--- src/rtl/xfer_pkg.sv ---
package xfer_pkg;

  typedef enum logic [2:0] {
    ST_IDLE   = 3'd0,
    ST_READ   = 3'd1,
    ST_WRITE  = 3'd2,
    ST_UPDATE = 3'd3,
    ST_FINISH = 3'd4
  } xfer_state_e;

  localparam logic [2:0] REG_MODE = 3'd0;
  localparam logic [2:0] REG_SRC  = 3'd1;
  localparam logic [2:0] REG_DST  = 3'd2;
  localparam logic [2:0] REG_CNT  = 3'd3;
  localparam logic [2:0] REG_CTRL = 3'd4;

  localparam logic [1:0] STEP_UP   = 2'b10;
  localparam logic [1:0] STEP_DOWN = 2'b11;

  // Next address for a 24-bit pointer; word size steps by two.
  function automatic logic [23:0] next_addr(input logic [23:0] cur,
                                            input logic [1:0]  how,
                                            input logic        word);
    logic [23:0] step;
    step = word ? 24'd2 : 24'd1;
    case (how)
      STEP_UP:   next_addr = cur + step;
      STEP_DOWN: next_addr = cur - step;
      default:   next_addr = cur;
    endcase
  endfunction

endpackage

--- src/rtl/xfer_regs.sv ---
module xfer_regs
  import xfer_pkg::*;
#(
  parameter int AW    = 24,
  parameter int CNT_W = 16
) (
  input  logic             clk,
  input  logic             rst_n,
  input  logic             we,
  input  logic [2:0]       addr,
  input  logic [31:0]      wdata,
  input  logic             busy,
  input  logic             upd,
  input  logic             fin,
  input  logic [AW-1:0]    src_nxt,
  input  logic [AW-1:0]    dst_nxt,
  output logic [4:0]       mode,
  output logic [AW-1:0]    src,
  output logic [AW-1:0]    dst,
  output logic [CNT_W-1:0] cnt,
  output logic             en,
  output logic [31:0]      rdata
);

  logic wr_ok;
  assign wr_ok = we && !busy;

  always_ff @(posedge clk or negedge rst_n) begin
    if (!rst_n) begin
      mode <= '0;
      src  <= '0;
      dst  <= '0;
      cnt  <= '0;
      en   <= 1'b0;
    end else begin
      if (upd) begin
        src <= src_nxt;
        dst <= dst_nxt;
        cnt <= cnt - 1'b1;
      end
      if (fin) en <= 1'b0;
      if (wr_ok) begin
        case (addr)
          REG_MODE: mode <= wdata[4:0];
          REG_SRC:  src  <= wdata[AW-1:0];
          REG_DST:  dst  <= wdata[AW-1:0];
          REG_CNT:  cnt  <= wdata[CNT_W-1:0];
          REG_CTRL: en   <= wdata[0];
          default: ;
        endcase
      end
    end
  end

  always_comb begin
    rdata = '0;
    case (addr)
      REG_MODE: rdata[4:0]       = mode;
      REG_SRC:  rdata[AW-1:0]    = src;
      REG_DST:  rdata[AW-1:0]    = dst;
      REG_CNT:  rdata[CNT_W-1:0] = cnt;
      REG_CTRL: rdata[0]         = en;
      default:  rdata = '0;
    endcase
  end

endmodule

--- src/rtl/xfer_fsm.sv ---
module xfer_fsm
  import xfer_pkg::*;
(
  input  logic clk,
  input  logic rst_n,
  input  logic en,
  input  logic req,
  input  logic last,
  output logic rd,
  output logic wr,
  output logic upd,
  output logic fin,
  output logic busy
);

  xfer_state_e st_q, st_d;

  always_comb begin
    st_d = st_q;
    case (st_q)
      ST_IDLE:   if (en && req) st_d = ST_READ;
      ST_READ:   st_d = ST_WRITE;
      ST_WRITE:  st_d = ST_UPDATE;
      ST_UPDATE: st_d = last ? ST_FINISH : ST_IDLE;
      ST_FINISH: st_d = ST_IDLE;
      default:   st_d = ST_IDLE;
    endcase
  end

  always_ff @(posedge clk or negedge rst_n) begin
    if (!rst_n) st_q <= ST_IDLE;
    else        st_q <= st_d;
  end

  assign rd   = (st_q == ST_READ);
  assign wr   = (st_q == ST_WRITE);
  assign upd  = (st_q == ST_UPDATE);
  assign fin  = (st_q == ST_FINISH);
  assign busy = (st_q != ST_IDLE);

endmodule

--- src/rtl/xfer_ctl.sv ---
module xfer_ctl
  import xfer_pkg::*;
#(
  parameter int AW    = 24,
  parameter int DW    = 16,
  parameter int CNT_W = 16
) (
  input  logic          clk,
  input  logic          rst_n,
  input  logic          cfg_we,
  input  logic [2:0]    cfg_addr,
  input  logic [31:0]   cfg_wdata,
  output logic [31:0]   cfg_rdata,
  input  logic          per_req,
  output logic          per_clr,
  output logic          rd_en,
  output logic [AW-1:0] rd_addr,
  input  logic [DW-1:0] rd_data,
  output logic          wr_en,
  output logic [AW-1:0] wr_addr,
  output logic [DW-1:0] wr_data,
  output logic          wr_byte,
  output logic          cpu_irq
);

  localparam int BYTE_W = 8;

  logic [4:0]       mode;
  logic [AW-1:0]    src, dst, src_nxt, dst_nxt;
  logic [CNT_W-1:0] cnt;
  logic             en, busy, upd, fin, last;
  logic [1:0]       src_mode, dst_mode;
  logic             word;

  assign src_mode = mode[1:0];
  assign dst_mode = mode[3:2];
  assign word     = mode[4];
  assign last     = (cnt == CNT_W'(1));
  assign src_nxt  = next_addr(src, src_mode, word);
  assign dst_nxt  = next_addr(dst, dst_mode, word);

  xfer_regs #(.AW(AW), .CNT_W(CNT_W)) u_regs (
    .clk(clk), .rst_n(rst_n), .we(cfg_we), .addr(cfg_addr), .wdata(cfg_wdata),
    .busy(busy), .upd(upd), .fin(fin), .src_nxt(src_nxt), .dst_nxt(dst_nxt),
    .mode(mode), .src(src), .dst(dst), .cnt(cnt), .en(en), .rdata(cfg_rdata)
  );

  xfer_fsm u_fsm (
    .clk(clk), .rst_n(rst_n), .en(en), .req(per_req), .last(last),
    .rd(rd_en), .wr(wr_en), .upd(upd), .fin(fin), .busy(busy)
  );

  assign rd_addr = src;
  assign wr_addr = dst;
  assign wr_byte = !word;
  assign wr_data = word ? rd_data : {{(DW-BYTE_W){1'b0}}, rd_data[BYTE_W-1:0]};
  assign per_clr = upd && !last;
  assign cpu_irq = per_req && !en && !busy;

endmodule

--- config.mk ---
export PLATFORM = sky130hd
export DESIGN_NAME = xfer_ctl
export DESIGN_NICKNAME = d
export VERILOG_FILES = /design/src/rtl/xfer_pkg.sv /design/src/rtl/xfer_regs.sv /design/src/rtl/xfer_fsm.sv /design/src/rtl/xfer_ctl.sv
export SDC_FILE = /design/constraint.sdc
export NUM_CORES = 1
export LEC_CHECK = 0
export ABC_AREA = 1
export BUFFER_PORTS_ARGS = -buffer_cell sky130_fd_sc_hd__buf_2
export CORE_UTILIZATION = 35
export DETAILED_ROUTE_END_ITERATION = 16
export GPL_TIMING_DRIVEN = 0
export PLACE_DENSITY = 0.65
export SYNTH_ARGS = -nofsm -noshare
export SYNTH_HDL_FRONTEND = slang
export SYNTH_SLANG_ARGS = --single-unit
--- constraint.sdc ---
create_clock -name clk -period 2.9 [get_ports clk]
set_clock_uncertainty 0.1 [all_clocks]
set_input_delay 0 -clock clk [delete_from_list [all_inputs] [get_ports clk]]
set_output_delay 0 -clock clk [all_outputs]
set_load 0.05 [all_outputs]
After elaboration in Yosys (flattened, before gate mapping)
Cells that the tools add are included.
- register bits: 73
- input port bits: 55
- output and inout bits: 101
- add/sub/neg operators: 5
- eq/ne operators: 14
- muxes and demuxes: 23
- reduce and logical (&&, ||, !) cells: 13
- operators with widths (cell ; number):
    24-bit 2-to-1 mux ; 6
    24-bit one-hot mux with 2 select lines ; 2
    16-bit 2-to-1 mux ; 4
    11-bit one-hot mux with 3 select lines ; 1
    24-bit by 2-bit adder with 24-bit output ; 1
    24-bit adder ; 1
    24-bit by 2-bit subtractor with 24-bit output ; 1
    24-bit subtractor ; 1
    16-bit by 1-bit == test with 1-bit output (second input constant) ; 1
    4-bit one-hot mux with 4 select lines ; 1
    8-bit one-hot mux with 2 select lines ; 1
    16-bit by 1-bit subtractor with 16-bit output (second input constant) ; 1
    3-bit by 2-bit == test with 1-bit output (second input constant) ; 4
    3-bit one-hot mux with 4 select lines ; 1
    2-bit == test (second input constant) ; 4
    3-bit by 1-bit == test with 1-bit output (second input constant) ; 2
    3-bit == test (second input constant) ; 2
    3-bit logical NOT ; 2
    3-bit 2-to-1 mux ; 2
    1-bit logical AND ; 5
    1-bit one-hot mux with 5 select lines ; 1
    1-bit logical NOT ; 4
    1-bit 2-to-1 mux ; 3
    3-bit nonzero test ; 1
    3 further kinds ; 3

Longest topological paths before layout
- depth after elaboration: 6
- mapped depth: 16
- gate-level depth less buffers: 14

Hierarchy
A second synthesis with hierarchy kept.
- cells, all modules: 1454
- area total of the unflattened synthesis: 8371.8 um2
- modules (own cells, without submodules) (module ; times used ; cells each ; area each (um2)):
    xfer_regs ; 1 ; 561 ; 4276.6
    xfer_ctl ; 1 ; 871 ; 3932.5
    xfer_fsm ; 1 ; 22 ; 162.7

Least setup slack after synthesis
No wires, ideal clock.
- path type: register to register
- start: reg u_regs.mode[0]
- end: reg u_regs.src[15]
- arrival time: 2.093 ns
- required time: 2.723 ns
- setup slack: 0.630 ns
- cell stages (with the launch flop): 16
- period minus slack after synthesis: 2.270 ns
- cells stage by stage: dfrtp_1 nand2_2 buf_6 buf_2 nor2_1 ha_1 nand2_1 nand3_1 and2_1 nand3_1 nand2_1 nand2_1 nand2_1 xnor2_1 nand2_1 a21oi_1
- word-level cells in the longest chain between the ends: 5
- elaborated cells on any way between the ends: 6
- those cells by class: eq/ne (2); mux (4)
- RTL lines (what ; RTL line ; RTL):
    start, declared ; xfer_regs.sv:17 ; output logic [4:0] mode,
    start signal, assigned ; xfer_regs.sv:44 ; REG_MODE: mode <= wdata[4:0];
    2-bit == test ; xfer_pkg.sv:26 ; case (how)
    24-bit one-hot mux with 2 select lines (*) ; xfer_pkg.sv:26 ;
    24-bit 2-to-1 mux (*) ; xfer_regs.sv:36 ; if (upd) begin
    24-bit 2-to-1 mux ; xfer_regs.sv:43 ; case (addr)
    24-bit 2-to-1 mux (*) ; xfer_regs.sv:42 ; if (wr_ok) begin
    end signal, assigned ; xfer_regs.sv:37 ; src <= src_nxt;
    end signal, assigned ; xfer_regs.sv:45 ; REG_SRC: src <= wdata[AW-1:0];
    end, declared ; xfer_regs.sv:18 ; output logic [AW-1:0] src,
Every way passes the cells marked *; elsewhere a longest branch is shown, timed or not.
A chain may end at the register's enable or synchronous reset.

Worst setup path after layout
- start: reg u_fsm.st_q[1]
- end: reg u_regs.en
- word-level cells in the longest chain between the ends: 4
- elaborated cells on any way between the ends: 7
- those cells by class: eq/ne (1); mux (3); reduce/logical (3)
- RTL lines (what ; RTL line ; RTL):
    start, declared ; xfer_fsm.sv:16 ; xfer_state_e st_q, st_d;
    start signal, assigned ; xfer_fsm.sv:32 ; else st_q <= st_d;
    3-bit == test / 3-bit nonzero test (equally long branches) ; xfer_fsm.sv:38, xfer_fsm.sv:39 ;
    1-bit 2-to-1 mux / 1-bit logical NOT (equally long branches) ; xfer_regs.sv:41, xfer_regs.sv:26 ;
    1-bit 2-to-1 mux / 1-bit logical AND (equally long branches) ; xfer_regs.sv:43, xfer_regs.sv:26 ;
    1-bit 2-to-1 mux (*) ; xfer_regs.sv:42 ;
    end signal, assigned ; xfer_regs.sv:48 ; REG_CTRL: en <= wdata[0];
    end, declared ; xfer_regs.sv:21 ; output logic en,
Marked as above.

==> flow_metrics.tcl <==
set metrics [dict create \
    status "complete, no violations" \
    synth_common_cells "nand2_1, inv_1, nor2_1, nand3_1, a21oi_1" \
    cts_tree "built" \
    period_share_pct 93.51 \
    std_cell_rows 52 \
    r2r_cells 8 \
    rrSetupSlack_ns 0.19 \
    cp-start-kind "flop" \
    seq_area_sq_mm 0.001827 \
    cap_violations 0 \
    synth_area_leaders "dfrtp_1, nand2_1, inv_1, nand3_1, a21oi_1" \
    fillCellCount 2207 \
    grt_pass1_vias 8118 \
    worst_pin_slew_ns 0.7871 \
    drt_iter0_drc 763 \
    overflow 0 \
    hold_violations 0 \
    min_period_ns 2.712 \
    crit_slowest_cell "dlygate4sd3_1" \
    cp-startpoint "u_fsm.st_q[1]$_DFFE_PN0P_" \
    ys_async_sr_fraction_pct 100.0 \
    cp-end-kind "flop" \
    dieWidth_um 147.0 \
    drive_gt1_share_pct 20.51 \
    finalWirelength_um 28770 \
    htreeDepth 3 \
    vias_per_cell 5.243 \
    clk_pin_slew_ns 0.07 \
    multi_input_area_sq_mm 0.004576 \
    track_usage_pct 26.93 \
    final_util_pct 44.21 \
    start_util_pct 36.04 \
    synth.most_common_cell "nand2_1" \
    crit_arrival_ns 2.91 \
    cts_root_buf "clkbuf_16" \
    ys_types 45 \
    ant_nets 0 \
    clock_sinks 73 \
    port-buffer-count 131 \
    dieHeight_um 147.0 \
    required_ns 3.09 \
    fin_setup_tns_ns 0 \
    antenna_found_initial 0 \
    core_area_sq_mm 0.02043 \
    synth.top_cell.area_share_pct 24.81 \
    finalSetupViolations 0 \
    cp_max_fo 5 \
    clkLatencyLatePin_ns 0.35 \
    synth_flop_cell "dfrtp_1" \
    avgSynthCellArea_sq_um 6.126 \
    slew_viol_final 0 \
    ys_warn_count 0 \
    cts_buffers 9 \
    diodes 0 \
    r2r_end "u_regs.en$_DFF_PN0_" \
    critPathKind "reg -> reg" \
    rsz0062_at_grt "no" \
    syn-cell-area_sq_mm 0.007363 \
    post_cts_buffers 0 \
    crit_chain "or2_1, nor2_1, nand2_1, nor4_2, nand2_1, dlygate4sd3_1, o21ai_0, dlygate4sd3_1" \
    grt_pass1_wl_um 44660 \
    drt-wirelength-per-cell_um 17.38 \
    min_path_type "in -> out" \
    num_io_pins 156 \
    die_area_sq_mm 0.02162 \
    place.gp.congestion 0.9692 \
    slowest_delay_ns 0.56 \
    maxSlewHeadroom_pct 47.35 \
    ys_seq_area_share_pct 24.81 \
    synth.largest_area_cell "dfrtp_1" \
    cts_max_path_buffers 2 \
    synth_cells 1202 \
    grt_max_degree 51 \
    setup.worst_path.end "u_regs.en$_DFF_PN0_" \
    synth-seq-cells 73 \
    num-nets-final 1443 \
    remaining_drc_errors 0 \
    vias 8677 \
    place_hpwl_um 23520 \
    synth_edf_count 0 \
    syn_to_final_growth_pct 22.67 \
    fmax_mhz 368.8 \
    fin_hold_ws_ns 0.2012 \
    worst_r2r_startpoint "u_fsm.st_q[1]$_DFFE_PN0P_" \
    firstDrtPassIters 6 \
]
==> flip-flops by register name (all words and copies together) (netlist names) <==
| name | cells |
|---|---|
| u_fsm.st_q | 3 |
| u_regs.dst | 24 |
| u_regs.en | 1 |
| u_regs.mode | 5 |
| u_regs.cnt | 16 |
| u_regs.src | 24 |
==> how the worst min path moves through the flow <==
| stage | startpoint | slack, ns | cells past startpoint | end |
|---|---|---|---|---|
| finish | rd_data[4] | 0.20 | 2 | wr_data[4] |
| CTS | rd_data[2] | 0.20 | 2 | wr_data[2] |
| global placement | cfg_wdata[0] | 0.16 | 3 | u_regs.en$_DFF_PN0_ |
| floorplan | rst_n | -0.40 | 0 | u_fsm.st_q[0]$_DFFE_PN0P_ |
| global route | rd_data[6] | 0.20 | 2 | wr_data[6] |
| detailed placement | rst_n | -0.17 | 1 | u_regs.cnt[10]$_DFF_PN0_ |
==> through the flow <==
step	instances	area (sq um)	setup WS (ns)
finish	1655	9032	0.1881
detailed placement	1611	8413	0.09325
CTS	1657	9016	0.07272
floorplan	1209	7390	0.6298
global placement	1610	8383	0.1025
global route	1655	9032	0.01136
==> worst max-delay path, delay by kind of cell (launching register included) <==
kind	cells	cell delay (ns)
buf+inv	2	1.11
simple gates	5	0.96
flops	1	0.41
compound gates	1	0.07
==> layout make-up <==
| cell class | instances | share of cell area [%] |
|---|---|---|
| Timing Repair Buffer | 162 | 10.92 |
| Clock inverter | 7 | 0.8588 |
| Sequential cell | 73 | 20.22 |
| Multi-Input combinational cell | 898 | 50.66 |
| Buffer | 53 | 3.505 |
| Clock buffer | 9 | 2.493 |
| Tap cell | 270 | 3.740 |
| Inverter | 183 | 7.605 |
==> cell families after synthesis <==
logic type	Yosys count	synth area share, %
simple gates	623	38.08
other cells	1	0.05093
mux	2	0.2719
xor+xnor	28	3.330
compound gates	229	18.13
flops	73	24.81
fa+ha+maj	8	1.563
buf+inv	238	13.76
==> routing by layer <==
layer | vias up | wire (um) | global-route usage (%)
li1 | 4240 | - | -
met1 | 3983 | 12460 | 36.38
met2 | 395 | 12860 | 42.26
met3 | 59 | 2587 | 6.149
met4 | 0 | 860 | 8.918
met5 | - | 0 | 0
==> cells in the final DEF, fill, tap and decap left out, types with 30 or more instances in the layout <==
master / n
buf_2: 140
dlygate4sd3_1: 30
o21ai_0: 43
nand2_2: 36
nor2_1: 115
nand2_1: 291
dfrtp_1: 73
nand3_1: 110
a21oi_1: 102
inv_1: 166
==> repair_timing <==
item,in CTS,in global routing
endpoints found under the setup margin,0,15
resized for setup,0,5
hold buffers,30,0
endpoints found under the hold margin,144,0
Power is not shown: default switching activity piles up to over one toggle a cycle in this logic, so the estimate is an artifact.
